## src/rtl/sdram_boot_pkg.sv

```systemverilog
package sdram_boot_pkg;
  typedef enum logic [1:0] {CMD_NOP, CMD_PRE, CMD_REF, CMD_MRS} cmd_e;
  typedef enum logic [1:0] {ST_PAUSE, ST_CMD, ST_GAP, ST_FIN} st_e;
  typedef struct packed {
    logic cs_n;
    logic ras_n;
    logic cas_n;
    logic we_n;
  } pins_t;
endpackage

```

## src/rtl/sbs_cmd_drive.sv

```systemverilog
module sbs_cmd_drive
  import sdram_boot_pkg::*;
#(
  parameter int ADDR_W = 13,
  parameter int BA_W   = 2,
  parameter int AP_BIT = 10
) (
  input  cmd_e              cmd_i,
  input  logic [ADDR_W-1:0] op_i,
  output pins_t             pins_o,
  output logic [ADDR_W-1:0] addr_o,
  output logic [BA_W-1:0]   ba_o
);
  always_comb begin
    pins_o = '{cs_n: 1'b0, ras_n: 1'b1, cas_n: 1'b1, we_n: 1'b1};
    addr_o = '0;
    ba_o   = '0;
    unique case (cmd_i)
      CMD_PRE: begin
        pins_o = '{cs_n: 1'b0, ras_n: 1'b0, cas_n: 1'b1, we_n: 1'b0};
        addr_o[AP_BIT] = 1'b1;
      end
      CMD_REF: pins_o = '{cs_n: 1'b0, ras_n: 1'b0, cas_n: 1'b0, we_n: 1'b1};
      CMD_MRS: begin
        pins_o = '{cs_n: 1'b0, ras_n: 1'b0, cas_n: 1'b0, we_n: 1'b0};
        addr_o = op_i;
      end
      default: ;
    endcase
  end
endmodule

```

## src/rtl/sbs_down_timer.sv

```systemverilog
module sbs_down_timer #(
  parameter int W       = 8,
  parameter int RST_VAL = 0
) (
  input  logic         clk_i,
  input  logic         rst_ni,
  input  logic         load_i,
  input  logic [W-1:0] load_val_i,
  output logic         zero_o
);
  logic [W-1:0] cnt_q;

  always_ff @(posedge clk_i or negedge rst_ni) begin
    if (!rst_ni)            cnt_q <= W'(RST_VAL);
    else if (load_i)        cnt_q <= load_val_i;
    else if (cnt_q != '0)   cnt_q <= cnt_q - 1'b1;
  end

  assign zero_o = (cnt_q == '0);
endmodule

```

## src/rtl/sbs_lock_timer.sv

```systemverilog
module sbs_lock_timer #(
  parameter int LIMIT = 125000
) (
  input  logic clk_i,
  input  logic rst_ni,
  output logic lock_o
);
  localparam int W = $clog2(LIMIT + 1);
  logic [W-1:0] cnt_q;

  always_ff @(posedge clk_i or negedge rst_ni) begin
    if (!rst_ni)                  cnt_q <= '0;
    else if (cnt_q != W'(LIMIT))  cnt_q <= cnt_q + 1'b1;
  end

  assign lock_o = (cnt_q == W'(LIMIT));

  // a_r9_lock_monotone
  a_r9_lock_monotone: assert property (@(posedge clk_i) disable iff (!rst_ni)
    lock_o |=> lock_o);
endmodule

```

## src/rtl/sdram_boot_seq.sv

```systemverilog
module sdram_boot_seq
  import sdram_boot_pkg::*;
#(
  parameter int ADDR_W    = 13,
  parameter int BA_W      = 2,
  parameter int DM_W      = 8,
  parameter int PAUSE_CYC = 25000,
  parameter int LOCK_CYC  = 125000,
  parameter int T_RP      = 3,
  parameter int T_RC      = 9,
  parameter int T_MRD     = 2,
  parameter int REF_CNT   = 8,
  parameter bit REF_FIRST = 1'b1
) (
  input  logic              clk_i,
  input  logic              rst_ni,
  input  logic [ADDR_W-1:0] mode_op_i,
  output logic              cs_no,
  output logic              ras_no,
  output logic              cas_no,
  output logic              we_no,
  output logic [ADDR_W-1:0] addr_o,
  output logic [BA_W-1:0]   ba_o,
  output logic              cke_o,
  output logic [DM_W-1:0]   dqm_o,
  output logic              init_done_o
);
  localparam int MAX_REC = (T_RC > T_RP) ? ((T_RC > T_MRD) ? T_RC : T_MRD)
                                         : ((T_RP > T_MRD) ? T_RP : T_MRD);
  localparam int MAX_T   = (PAUSE_CYC > MAX_REC) ? PAUSE_CYC : MAX_REC;
  localparam int TW      = $clog2(MAX_T + 1);
  localparam int RW      = $clog2(REF_CNT + 1);

  st_e               st_q, st_d;
  cmd_e              cur_q, cur_d, drv_cmd;
  logic [RW-1:0]     ref_left_q;
  logic [ADDR_W-1:0] op_q;
  logic              armed_q;
  logic              tmr_load, tmr_zero, lock_ok;
  logic [TW-1:0]     tmr_val;
  pins_t             pins;

  sbs_down_timer #(.W(TW), .RST_VAL(PAUSE_CYC - 1)) u_tmr (
    .clk_i, .rst_ni, .load_i(tmr_load), .load_val_i(tmr_val), .zero_o(tmr_zero));

  sbs_lock_timer #(.LIMIT(LOCK_CYC)) u_lock (
    .clk_i, .rst_ni, .lock_o(lock_ok));

  // recovery counts are loaded as T-2: one cycle is the command, one the final wait
  always_comb begin
    st_d     = st_q;
    cur_d    = cur_q;
    tmr_load = 1'b0;
    tmr_val  = '0;
    unique case (st_q)
      ST_PAUSE: if (tmr_zero) begin
        st_d  = ST_CMD;
        cur_d = CMD_PRE;
      end
      ST_CMD: begin
        st_d     = ST_GAP;
        tmr_load = 1'b1;
        unique case (cur_q)
          CMD_PRE: tmr_val = TW'(T_RP - 2);
          CMD_REF: tmr_val = TW'(T_RC - 2);
          default: tmr_val = TW'(T_MRD - 2);
        endcase
      end
      ST_GAP: if (tmr_zero) begin
        st_d = ST_CMD;
        unique case (cur_q)
          CMD_PRE: cur_d = REF_FIRST ? CMD_REF : CMD_MRS;
          CMD_REF: begin
            if (ref_left_q != '0) cur_d = CMD_REF;
            else if (REF_FIRST)   cur_d = CMD_MRS;
            else                  st_d  = ST_FIN;
          end
          default: begin
            if (REF_FIRST) st_d  = ST_FIN;
            else           cur_d = CMD_REF;
          end
        endcase
      end
      default: ;
    endcase
  end

  always_ff @(posedge clk_i or negedge rst_ni) begin
    if (!rst_ni) begin
      st_q       <= ST_PAUSE;
      cur_q      <= CMD_NOP;
      ref_left_q <= RW'(REF_CNT);
      op_q       <= '0;
      armed_q    <= 1'b0;
    end else begin
      st_q  <= st_d;
      cur_q <= cur_d;
      if (st_q == ST_CMD && cur_q == CMD_REF) ref_left_q <= ref_left_q - 1'b1;
      if (!armed_q) begin
        op_q    <= mode_op_i;
        armed_q <= 1'b1;
      end
    end
  end

  assign drv_cmd = (st_q == ST_CMD) ? cur_q : CMD_NOP;

  sbs_cmd_drive #(.ADDR_W(ADDR_W), .BA_W(BA_W), .AP_BIT(10)) u_drv (
    .cmd_i(drv_cmd), .op_i(op_q), .pins_o(pins), .addr_o(addr_o), .ba_o(ba_o));

  assign cs_no       = pins.cs_n;
  assign ras_no      = pins.ras_n;
  assign cas_no      = pins.cas_n;
  assign we_no       = pins.we_n;
  assign init_done_o = (st_q == ST_FIN) && lock_ok;
  assign cke_o       = 1'b1;
  assign dqm_o       = {DM_W{~init_done_o}};


  a_r1_pause_nop: assert property (@(posedge clk_i) disable iff (!rst_ni)
    (st_q == ST_PAUSE) |-> (cs_no == 1'b0 && ras_no && cas_no && we_no));

  a_r2_pre_all_banks: assert property (@(posedge clk_i) disable iff (!rst_ni)
    (!cs_no && !ras_no && cas_no && !we_no) |-> addr_o[10]);

  a_r8_nop_after_cmd: assert property (@(posedge clk_i) disable iff (!rst_ni)
    !(ras_no && cas_no && we_no) |=> (ras_no && cas_no && we_no));

  a_r9_done_after_lock: assert property (@(posedge clk_i) disable iff (!rst_ni)
    init_done_o |-> lock_ok);
  a_r9_done_sticky: assert property (@(posedge clk_i) disable iff (!rst_ni)
    init_done_o |=> init_done_o);

  a_r7_op_frozen: assert property (@(posedge clk_i) disable iff (!rst_ni)
    armed_q |=> $stable(op_q));

  a_r10_mask_tracks_done: assert property (@(posedge clk_i) disable iff (!rst_ni)
    $fell(dqm_o[0]) |-> $rose(init_done_o));
endmodule

```

## config.mk

```make
export PLATFORM = sky130hd
export DESIGN_NAME = sdram_boot_seq
export DESIGN_NICKNAME = d
export VERILOG_FILES = /design/src/rtl/sdram_boot_pkg.sv /design/src/rtl/sbs_cmd_drive.sv /design/src/rtl/sbs_down_timer.sv /design/src/rtl/sbs_lock_timer.sv /design/src/rtl/sdram_boot_seq.sv
export SDC_FILE = /design/constraint.sdc
export NUM_CORES = 1
export LEC_CHECK = 0
export ABC_CLOCK_PERIOD_IN_PS = 1770
export BUFFER_PORTS_ARGS = -buffer_cell sky130_fd_sc_hd__buf_4
export CORE_MARGIN = 8
export CORE_UTILIZATION = 30
export CTS_CLUSTER_SIZE = 28
export DETAILED_ROUTE_END_ITERATION = 10
export PLACE_DENSITY = 0.6
export SLEW_MARGIN = 30
export SYNTH_ARGS = -nofsm -noshare
export SYNTH_HDL_FRONTEND = slang
export SYNTH_SLANG_ARGS = --single-unit
```

## constraint.sdc

```tcl
create_clock -name clk_i -period 1.77 [get_ports clk_i]
set_input_delay 0.177 -clock clk_i [delete_from_list [all_inputs] [get_ports clk_i]]
set_output_delay 0.177 -clock clk_i [all_outputs]
set_load 0.005 [all_outputs]
```

* Word level (Yosys, flattened, before mapping) *
Index checks and enable logic that the tools add are counted.
W data, S select, Z words.

operators by class
  add/subtract/negate cells = 3
  multipliers = 0
  div/mod/pow operators = 0
  magnitude comparators = 0
  equal/unequal tests = 13
  shift operators = 0
  mux-type cells = 18
  bitwise gates (word level) = 1
  reductions and logical operators = 12

operator list
  kind                     number
  $mux W15                 2
  $add A17 B1 Y17 const B  1
  $eq A17 B17 Y1 const B   1
  $ne A17 B17 Y1 const B   1
  $logic_not A15 Y1        1
  $reduce_bool A15 Y1      1
  $sub A15 B1 Y15 const B  1
  $mux W2                  6
  $eq A2 B2 Y1 const B     5
  $mux W10                 1
  $pmux W3 S3              1
  $pmux W2 S2              2
  $eq A2 B1 Y1 const B     3
  $pmux W2 S3              1
  $pmux W3 S2              1
  $ne A2 B2 Y1 const B     2
  $reduce_and A4 Y1        1
  $reduce_bool A2 Y1       2
  $reduce_bool A4 Y1       1
  $sub A4 B1 Y4 const B    1
  $mux W3                  1
  $ne A3 B3 Y1 const B     1
  $reduce_and A3 Y1        1
  $reduce_bool A3 Y1       1
  other kinds (6)          8

storage, ports and cells
  register bits after elaboration = 54
  latch bits = 0
  memory bits (writable) = 0
  ROM bits = 0
  input bits = 15
  output and inout port bits = 29
  word-level logic and storage cells = 54
  memories = 0

* Logic depth before layout (Yosys ltp) *
Gate-level depths: netlist of the first run.

  word-level depth = 5
  depth in mapped cells = 8
  gate-level depth less buffers = 6

* By module *
Synthesis of the first run repeated with hierarchy kept, for this count alone.

second synthesis, totals
  cells, all modules = 263
  area total of the unflattened synthesis = 2899.0 µm²

by module, submodules not included
  module          instances  cells an instance  area an instance (µm²)
  sdram_boot_seq  1          87                 1092.3
  sbs_down_timer  1          79                 839.6
  sbs_lock_timer  1          75                 818.3
  sbs_cmd_drive   1          22                 148.9

* Least setup slack after synthesis of the first run *
OpenSTA, ideal clock, no wires.

  path kind = flip-flop to flip-flop
  start point = register u_tmr.cnt_q[0]
  end point = register u_tmr.cnt_q[3]
  library setup time = 0.078 ns
  data arrival time = 1.840 ns
  setup slack = -0.147 ns
  cell stages (with the launch flop) = 7
  buffers on the path = 0
  path through = dfstp_2 -> inv_1 -> ha_1 -> nor4b_4 -> and4_1 -> or4b_2 -> a21oi_1

between the ends
  longest elaborated chain between the ends = 3

RTL lines
  item                      line                  source
  start: declaration        sbs_down_timer.sv:11  logic [W-1:0] cnt_q;
  start signal: assignment  sbs_down_timer.sv:14  if (!rst_ni) cnt_q <= W'(RST_VAL);
  start signal: assignment  sbs_down_timer.sv:15  else if (load_i) cnt_q <= load_val_i;
  start signal: assignment  sbs_down_timer.sv:16  else if (cnt_q != '0) cnt_q <= cnt_q - 1'b1;
  $sub A15 B1 Y15           sbs_down_timer.sv:16
  $mux W15                  sbs_down_timer.sv:16
  $mux W15                  sbs_down_timer.sv:15

Parallel ways exist; a longest one is shown, timed or not. The select of a mux whose other input is x is not followed.
A chain may end at the register's enable or synchronous reset.

* Worst setup path in the final report of the first run *
  start point = register u_lock.cnt_q[0]
  end point = output dqm_o[5]

between the ends
  longest elaborated chain between the ends = 3

RTL lines
  item                      line                   source
  start: declaration        sbs_lock_timer.sv:9    logic [W-1:0] cnt_q;
  start signal: assignment  sbs_lock_timer.sv:13   else if (cnt_q != W'(LIMIT)) cnt_q <= cnt_q + 1'b1;
  $eq A17 B17 Y1            sbs_lock_timer.sv:16   assign lock_o = (cnt_q == W'(LIMIT));
  $logic_and A1 B1 Y1       sdram_boot_seq.sv:115  assign init_done_o = (st_q == ST_FIN) && lock_ok;
  $not A1 Y1                sdram_boot_seq.sv:117  assign dqm_o = {DM_W{~init_done_o}};
  end: declaration          sdram_boot_seq.sv:25   output logic [DM_W-1:0] dqm_o,

No other way between the ends.

==> metrics.md, run 1 <==
| Metric | Value |
|---|---|
| Outcome | `finished, violations left` |
| Failing checks | `negative setup slack` |
| Initial Utilization | `30.7%` |
| Final period util | `118%` |
| Antenna Cells | `0` |
| RePlAce Congestion | `0.724` |
| Fin Clk Skew | `0.0119 ns` |
| Netlist cell types | `44` |
| Vias/cell | `4.78` |
| Setup WS post-layout | `-0.310 ns` |
| Dpl cells | `424` |
| ANT nets after route | `0` |
| CTS tree | `done` |
| Synthesized area | `0.00282 mm^2` |
| LEAKAGE | `1.80 nW` |
| Clock power frac | `35.0%` |
| Power Density | `529 mW/mm^2` |
| Die X | `113 um` |
| Fmax | `0.481 GHz` |
| DIE AREA | `0.0128 mm^2` |
| Vias | `2148` |
| Crit path to | `dqm_o[5]` |
| Cell Rows | `35` |
| Synth Instances | `260` |
| Internal | `1.63 mW` |
| HPWL Detailed | `4.22 mm` |
| Worst Path Max Fanout | `8` |
| Register-to-Register Path Depth | `8` |
| Relative slew slack | `55.0%` |
| Finished Layout Cells | `449` |
| Gr usage total | `10.0%` |
| Core area | `0.00920 mm^2` |
| Crit path launch type | `flip-flop` |
| Residual DRC count | `0` |
| Fin. max-slew vios | `0` |
| Pwr Total | `2.10 mW` |
| PortBufs | `39` |
| CP Data Arrival Time | `1.90 ns` |
| Worst hold margin | `0.0847 ns` |
| Longest Clk Path Bufs | `2` |
| FF-to-FF Start | `u_lock.cnt_q[0]$_DFFE_PN0P_` |
| Initial DRC count | `83` |
| Register-to-register setup slack | `-0.20 ns` |
| Vias in the first global route | `2265` |
| CTS Buf Count | `5` |
| Final Hold Fails | `0` |
| WP data required | `1.59 ns` |
| Hold WC Path Type | `input port to flip-flop` |
| Die height | `113 um` |
| Multi-input logic area | `0.00158 mm^2` |
| Drt first pass iters | `6` |
| Setup TNS | `-3.54 ns` |
| Post-Layout Inst Area | `0.00398 mm^2` |
| CP Class | `flip-flop to output port` |
| Htree depth | `2` |
| Placed cell area | `0.00340 mm^2` |
| Mapped Avg Cell Area | `10.9 um^2` |
| Fillers | `881` |
| Reg power frac | `61.1%` |
| Yosys reg bits | `54` |
| Final wirelength | `6.36 mm` |
| Clock Pin Slew Worst Setup and Hold Paths | `0.10 ns` |
| Post-placement setup slack | `-0.111 ns` |
| NumNets Final | `362` |
| Total gr overflow | `0` |
| CP endpoint kind | `output port` |
| Yosys warnings | `0` |
| Share of cells above drive strength 1 | `53.8%` |
| Maximum vdd drop | `356 uV` |
| Comb pwr share | `3.9%` |
| Utilization after layout | `43.3%` |
| Crit path launch | `u_lock.cnt_q[0]$_DFFE_PN0P_` |
| Worst r2r dst | `u_lock.cnt_q[1]$_DFFE_PN0P_` |
| Setup Viol. Count Final | `20` |
| Switching component of the power | `0.478 mW` |
| Initial antenna violation count | `0` |
| Pin slew with the least headroom to its limit | `0.675 ns` |
| Final worst path period need | `2.08 ns` |
| CTS root buf | `clkbuf_8` |
| Seq/Total Area, Yosys | `48.3%` |
| RSZ-0062 raised after global routing | `true` |
| Sw Share | `22.7%` |
| First-pass GRT wire length | `10.6 mm` |
| Max cap viols | `0` |
| Wire length per cell | `14.2 um` |
| Num Clock Sinks | `54` |
| IO Count | `44` |
| Reg area | `0.00136 mm^2` |
| Worst-Skew Late Latency | `0.31 ns` |
| Largest net degree at the start of global routing | `55` |
| Area Overhead vs Synth | `41.2%` |
-- cell families (layout without fill, tap and decap cells) --
| group | count (synthesis) | in the layout | share of synthesized area, % |
|---|---|---|---|
| AOI/OAI and AO/OA | 29 | 29 | 6.12 |
| xor gates and xnor gates | 20 | 20 | 6.21 |
| adders and majority gates | 10 | 10 | 4.43 |
| buffers and inverters | 29 | 104 | 6.16 |
| DFF | 54 | 54 | 48.3 |
| muxes | 18 | 18 | 7.10 |
| other | 2 | 5 | 0.266 |
| and+or+nand+nor | 98 | 98 | 21.4 |
-- Yosys cell counts (all sizes together) --
cell type,instances,share of area (%)
dfrtp,45,40
xnor2,18,5.6
mux2,16,6.4
buf,15,4.3
nand2,15,2.0
and2,13,2.9
a21oi,11,2.0
ha,10,4.4
inv,10,1.3
nor2,10,1.3
o21ai,10,1.9
dfstp,9,8.4
nand3,9,1.6
nor3,8,1.4
nor4,6,1.3
and3,5,1.2
nand4,5,1.1
and4,4,1.2
clkbuf,4,0.53
nor2b,4,0.89
or3,4,1.1
nand2b,3,0.67
nor4b,3,2.0
a21boi,2,0.53
conb,2,0.27
mux2i,2,0.71
nand4b,2,0.62
nor3b,2,0.53
o31ai,2,0.53
or4,2,0.53
xor2,2,0.62
a211o,1,0.31
a211oi,1,0.27
a311oi,1,0.31
and4bb,1,0.44
o41ai,1,0.31
or2,1,0.22
or4b,1,0.35
-- power by group through the flow --
stage                     Combinational [mW]  Sequential, mW  Clock (mW)
after floorplan                       0.0436            1.30           0
after global placement                0.0828            1.30           0
after detailed placement              0.0848            1.31           0
after CTS                             0.0863            1.28       0.750
after global routing                  0.0948            1.29       0.795
final                                 0.0830            1.29       0.737
-- worst max-delay path, cell delays in order (launching register included) --
cell and delay (ns):
dfrtp_1 0.39, inv_1 0.06, ha_1 0.13, and4bb_2 0.23
nand4b_1 0.17, nor4b_4 0.31, nand2_2 0.15, buf_4 0.16
-- repair_timing --
item	4_1_cts	5_1_grt
gates resized for setup	39	45
endpoints found under the hold margin	45	0
pin swaps	6	24
setup buffers	9	5
hold buffers	1	0
endpoints found under the setup margin	33	42
gates cloned	2	1
-- per-layer routing --
metal | track usage (%) | vias to the layer above | part of all wire (%)
li1 | - | 1042 | -
met1 | 12.1 | 1058 | 45
met2 | 17.0 | 43 | 49
met3 | 2.88 | 5 | 5.2
met4 | 2.93 | 0 | 1.1
met5 | 0 | - | 0
-- placed cells by master (no fill, tap or decap), drive strengths merged, types with 6 or more instances in the layout --
master and count:
buf 84, dfrtp 45, xnor2 18, mux2 16, nand2 15, and2 13
a21oi 11, nor2 10, inv 10, o21ai 10, ha 10, nand3 9
dfstp 9, nor3 8, clkbuf 7, nor4 6
-- layout make-up --
type                       instances  area share, %
tap                              111           3.49
sequential                        54           34.2
multi-input combinational        180           39.6
clock buffer                       6           2.07
inverter                          10          0.943
timing repair buffer              86           19.3
clock inverter                     2          0.314
-- state kept, by name, indices dropped and copies added, names as in the netlist --
name          flops
u_lock.cnt_q     17
op_q             13
ref_left_q        4
u_tmr.cnt_q      15
cur_q             2
st_q              2
armed_q           1
-- worst min-delay path by stage --
| stage | startpoint | end | slack, ns | depth (start not counted) |
|---|---|---|---|---|
| after floorplan | rst_ni | armed_q$_DFF_PN0_ | -0.12 | 0 |
| final | mode_op_i[10] | op_q[10]$_DFFE_PN0N_ | 0.08 | 2 |
| after global routing | mode_op_i[9] | op_q[9]$_DFFE_PN0N_ | 0.07 | 2 |
| after detailed placement | rst_ni | ref_left_q[0]$_DFFE_PN0P_ | 0.27 | 1 |
| after CTS | mode_op_i[10] | op_q[10]$_DFFE_PN0N_ | 0.08 | 2 |
| after global placement | rst_ni | ref_left_q[1]$_DFFE_PN0P_ | 0.27 | 1 |
(Power assumes the default switching activity.)
==> run 2, diff against run 1 <==
--- a/config.mk
+++ b/config.mk
@@ -11,7 +11,8 @@
 export CORE_UTILIZATION = 30
 export CTS_CLUSTER_SIZE = 28
 export DETAILED_ROUTE_END_ITERATION = 10
-export PLACE_DENSITY = 0.6
+export PLACE_DENSITY = 0.59
+export SETUP_SLACK_MARGIN = 0.3
 export SLEW_MARGIN = 30
 export SYNTH_ARGS = -nofsm -noshare
 export SYNTH_HDL_FRONTEND = slang
==> metrics.md, run 2 (synthesized netlist as in run 1, its figures left out) <==
| Metric | Value |
|---|---|
| Setup Viol. Count Final | `15` |
| CP Class | `flip-flop to output port` |
| Utilization after layout | `46.4%` |
| Initial Utilization | `30.7%` |
| CP Cell Sequence | `inv_2 -> ha_1 -> and4bb_2 -> nand4b_1 -> nor4b_4 -> buf_4 -> and2_1 -> buf_4` |
| Sw Share | `21.1%` |
| Delay-heaviest family, CP | `simple AND/OR/NAND/NOR gates` |
| Relative slew slack | `53.9%` |
| Switching component of the power | `0.464 mW` |
| Fmax | `0.466 GHz` |
| Final Hold Fails | `0` |
| Worst-Skew Late Latency | `0.30 ns` |
| RSZ-0062 raised after global routing | `true` |
| Largest registers | `u_lock.cnt_q x17, u_tmr.cnt_q x15, op_q x13` |
| Gr usage total | `10.5%` |
| Fin Clk Skew | `0.00757 ns` |
| Setup TNS | `-3.56 ns` |
| Cell Rows | `35` |
| Vias | `2226` |
| Pwr Total | `2.20 mW` |
| Die X | `113 um` |
| Internal | `1.73 mW` |
| Failing checks | `negative setup slack` |
| Finished Layout Cells | `465` |
| Largest net degree at the start of global routing | `55` |
| Antenna Cells | `0` |
| Most common cell after layout, fill and taps aside | `buf_4` |
| Setup WS post-layout | `-0.374 ns` |
| Crit path launch type | `flip-flop` |
| Vias in the first global route | `2376` |
| Total gr overflow | `0` |
| Slowest stage delay, CP | `0.40 ns` |
| NumNets Final | `378` |
| HPWL Detailed | `4.36 mm` |
| IO Count | `44` |
| Initial antenna violation count | `0` |
| Area Overhead vs Synth | `51.2%` |
| Final period util | `121%` |
| Die height | `113 um` |
| Leading cell types in the layout, fill and taps excluded | `64 x buf_4, 42 x dfrtp_1, 35 x buf_6` |
| CTS Buf Count | `5` |
| CP endpoint kind | `output port` |
| CP bufs+invs | `3` |
| Core area | `0.00920 mm^2` |
| CTS root buf | `clkbuf_8` |
| CTS tree | `done` |
| Dpl cells | `428` |
| Maximum vdd drop | `387 uV` |
| Share of cells above drive strength 1 | `60.5%` |
| Max cap viols | `0` |
| Clock Pin Slew Worst Setup and Hold Paths | `0.10 ns` |
| Power Density | `515 mW/mm^2` |
| Clock power frac | `37.7%` |
| Fin. max-slew vios | `0` |
| Residual DRC count | `0` |
| Worst Path Max Fanout | `3` |
| Drt first pass iters | `4` |
| Initial DRC count | `52` |
| DIE AREA | `0.0128 mm^2` |
| ANT nets after route | `0` |
| Htree depth | `2` |
| CP most frequent cell | `buf_4` |
| Reg power frac | `58.5%` |
| Max reg flops | `17` |
| Num Clock Sinks | `54` |
| Outcome | `finished, violations left` |
| CP Data Arrival Time | `1.97 ns` |
| Vias/cell | `4.79` |
| Final worst path period need | `2.14 ns` |
| Hold WC Path Type | `input port to flip-flop` |
| PortBufs | `39` |
| First-pass GRT wire length | `11.2 mm` |
| Longest Clk Path Bufs | `2` |
| Wire length per cell | `15.0 um` |
| RePlAce Congestion | `0.782` |
| Crit-path slowest cell | `dfrtp_1` |
| Comb pwr share | `3.9%` |
| Biggest register | `u_lock.cnt_q` |
| Pin slew with the least headroom to its limit | `0.691 ns` |
| LEAKAGE | `1.91 nW` |
| Final wirelength | `7.00 mm` |
| WP data required | `1.59 ns` |
[run 2: timing repair]
action	in CTS	in global routing
endpoints found under the hold margin	45	0
pin swaps	19	12
gates resized for setup	71	53
hold buffers	1	0
endpoints found under the setup margin	47	56
gates cloned	1	0
buffers inserted	13	14
[run 2: area by class of cell]
type,count,area (um^2)
clock buffer,6,72.6
clock inverter,2,37.5
fill,844,4930
inverter,10,37.5
multi-input combinational,180,1700
sequential,54,1370
tap,111,139
timing repair buffer,102,915
[run 2: path summary, 6_finish.rpt]
path,slack (ns),endpoint,cells past startpoint,from
worst max-delay path,-0.37,init_done_o,8,u_lock.cnt_q[0]$_DFFE_PN0P_
worst min-delay path,0.1,op_q[12]$_DFFE_PN0N_,2,mode_op_i[12]
worst max register to register,-0.16,u_lock.cnt_q[1]$_DFFE_PN0P_,8,u_lock.cnt_q[0]$_DFFE_PN0P_
worst min register to register,0.47,u_lock.cnt_q[15]$_DFFE_PN0P_,1,u_lock.cnt_q[15]$_DFFE_PN0P_
max in group asynchronous,0.81,u_lock.cnt_q[2]$_DFFE_PN0P_,2,rst_ni
min in group asynchronous,0.46,ref_left_q[2]$_DFFE_PN0P_,2,rst_ni
[run 2: through the flow]
step,area (um^2),worst slack (ns),hold WS (ns)
6_report,4270,-0.374,0.0969
5_1_grt,4270,-0.554,0.0804
4_1_cts,3940,-0.401,0.0922
3_5_place_dp,3450,-0.141,0.270
3_3_place_gp,3450,-0.104,0.276
2_1_floorplan,2920,-0.0228,-0.119
[run 2: per-layer routing]
layer	global-route usage, %	up-vias	routed length, um
met4	3.29	0	57
met2	19.0	40	3700
met3	2.29	2	260
li1	-	1081	-
met1	12.1	1103	2980
met5	0	-	0
[run 2: power groups by stage]
stage	clock network (mW)	logic (mW)	registers, mW
2_1_floorplan	0	0.0436	1.30
3_3_place_gp	0	0.0833	1.30
3_5_place_dp	0	0.0858	1.31
4_1_cts	0.856	0.0873	1.29
5_1_grt	0.895	0.0966	1.29
6_report	0.828	0.0852	1.29
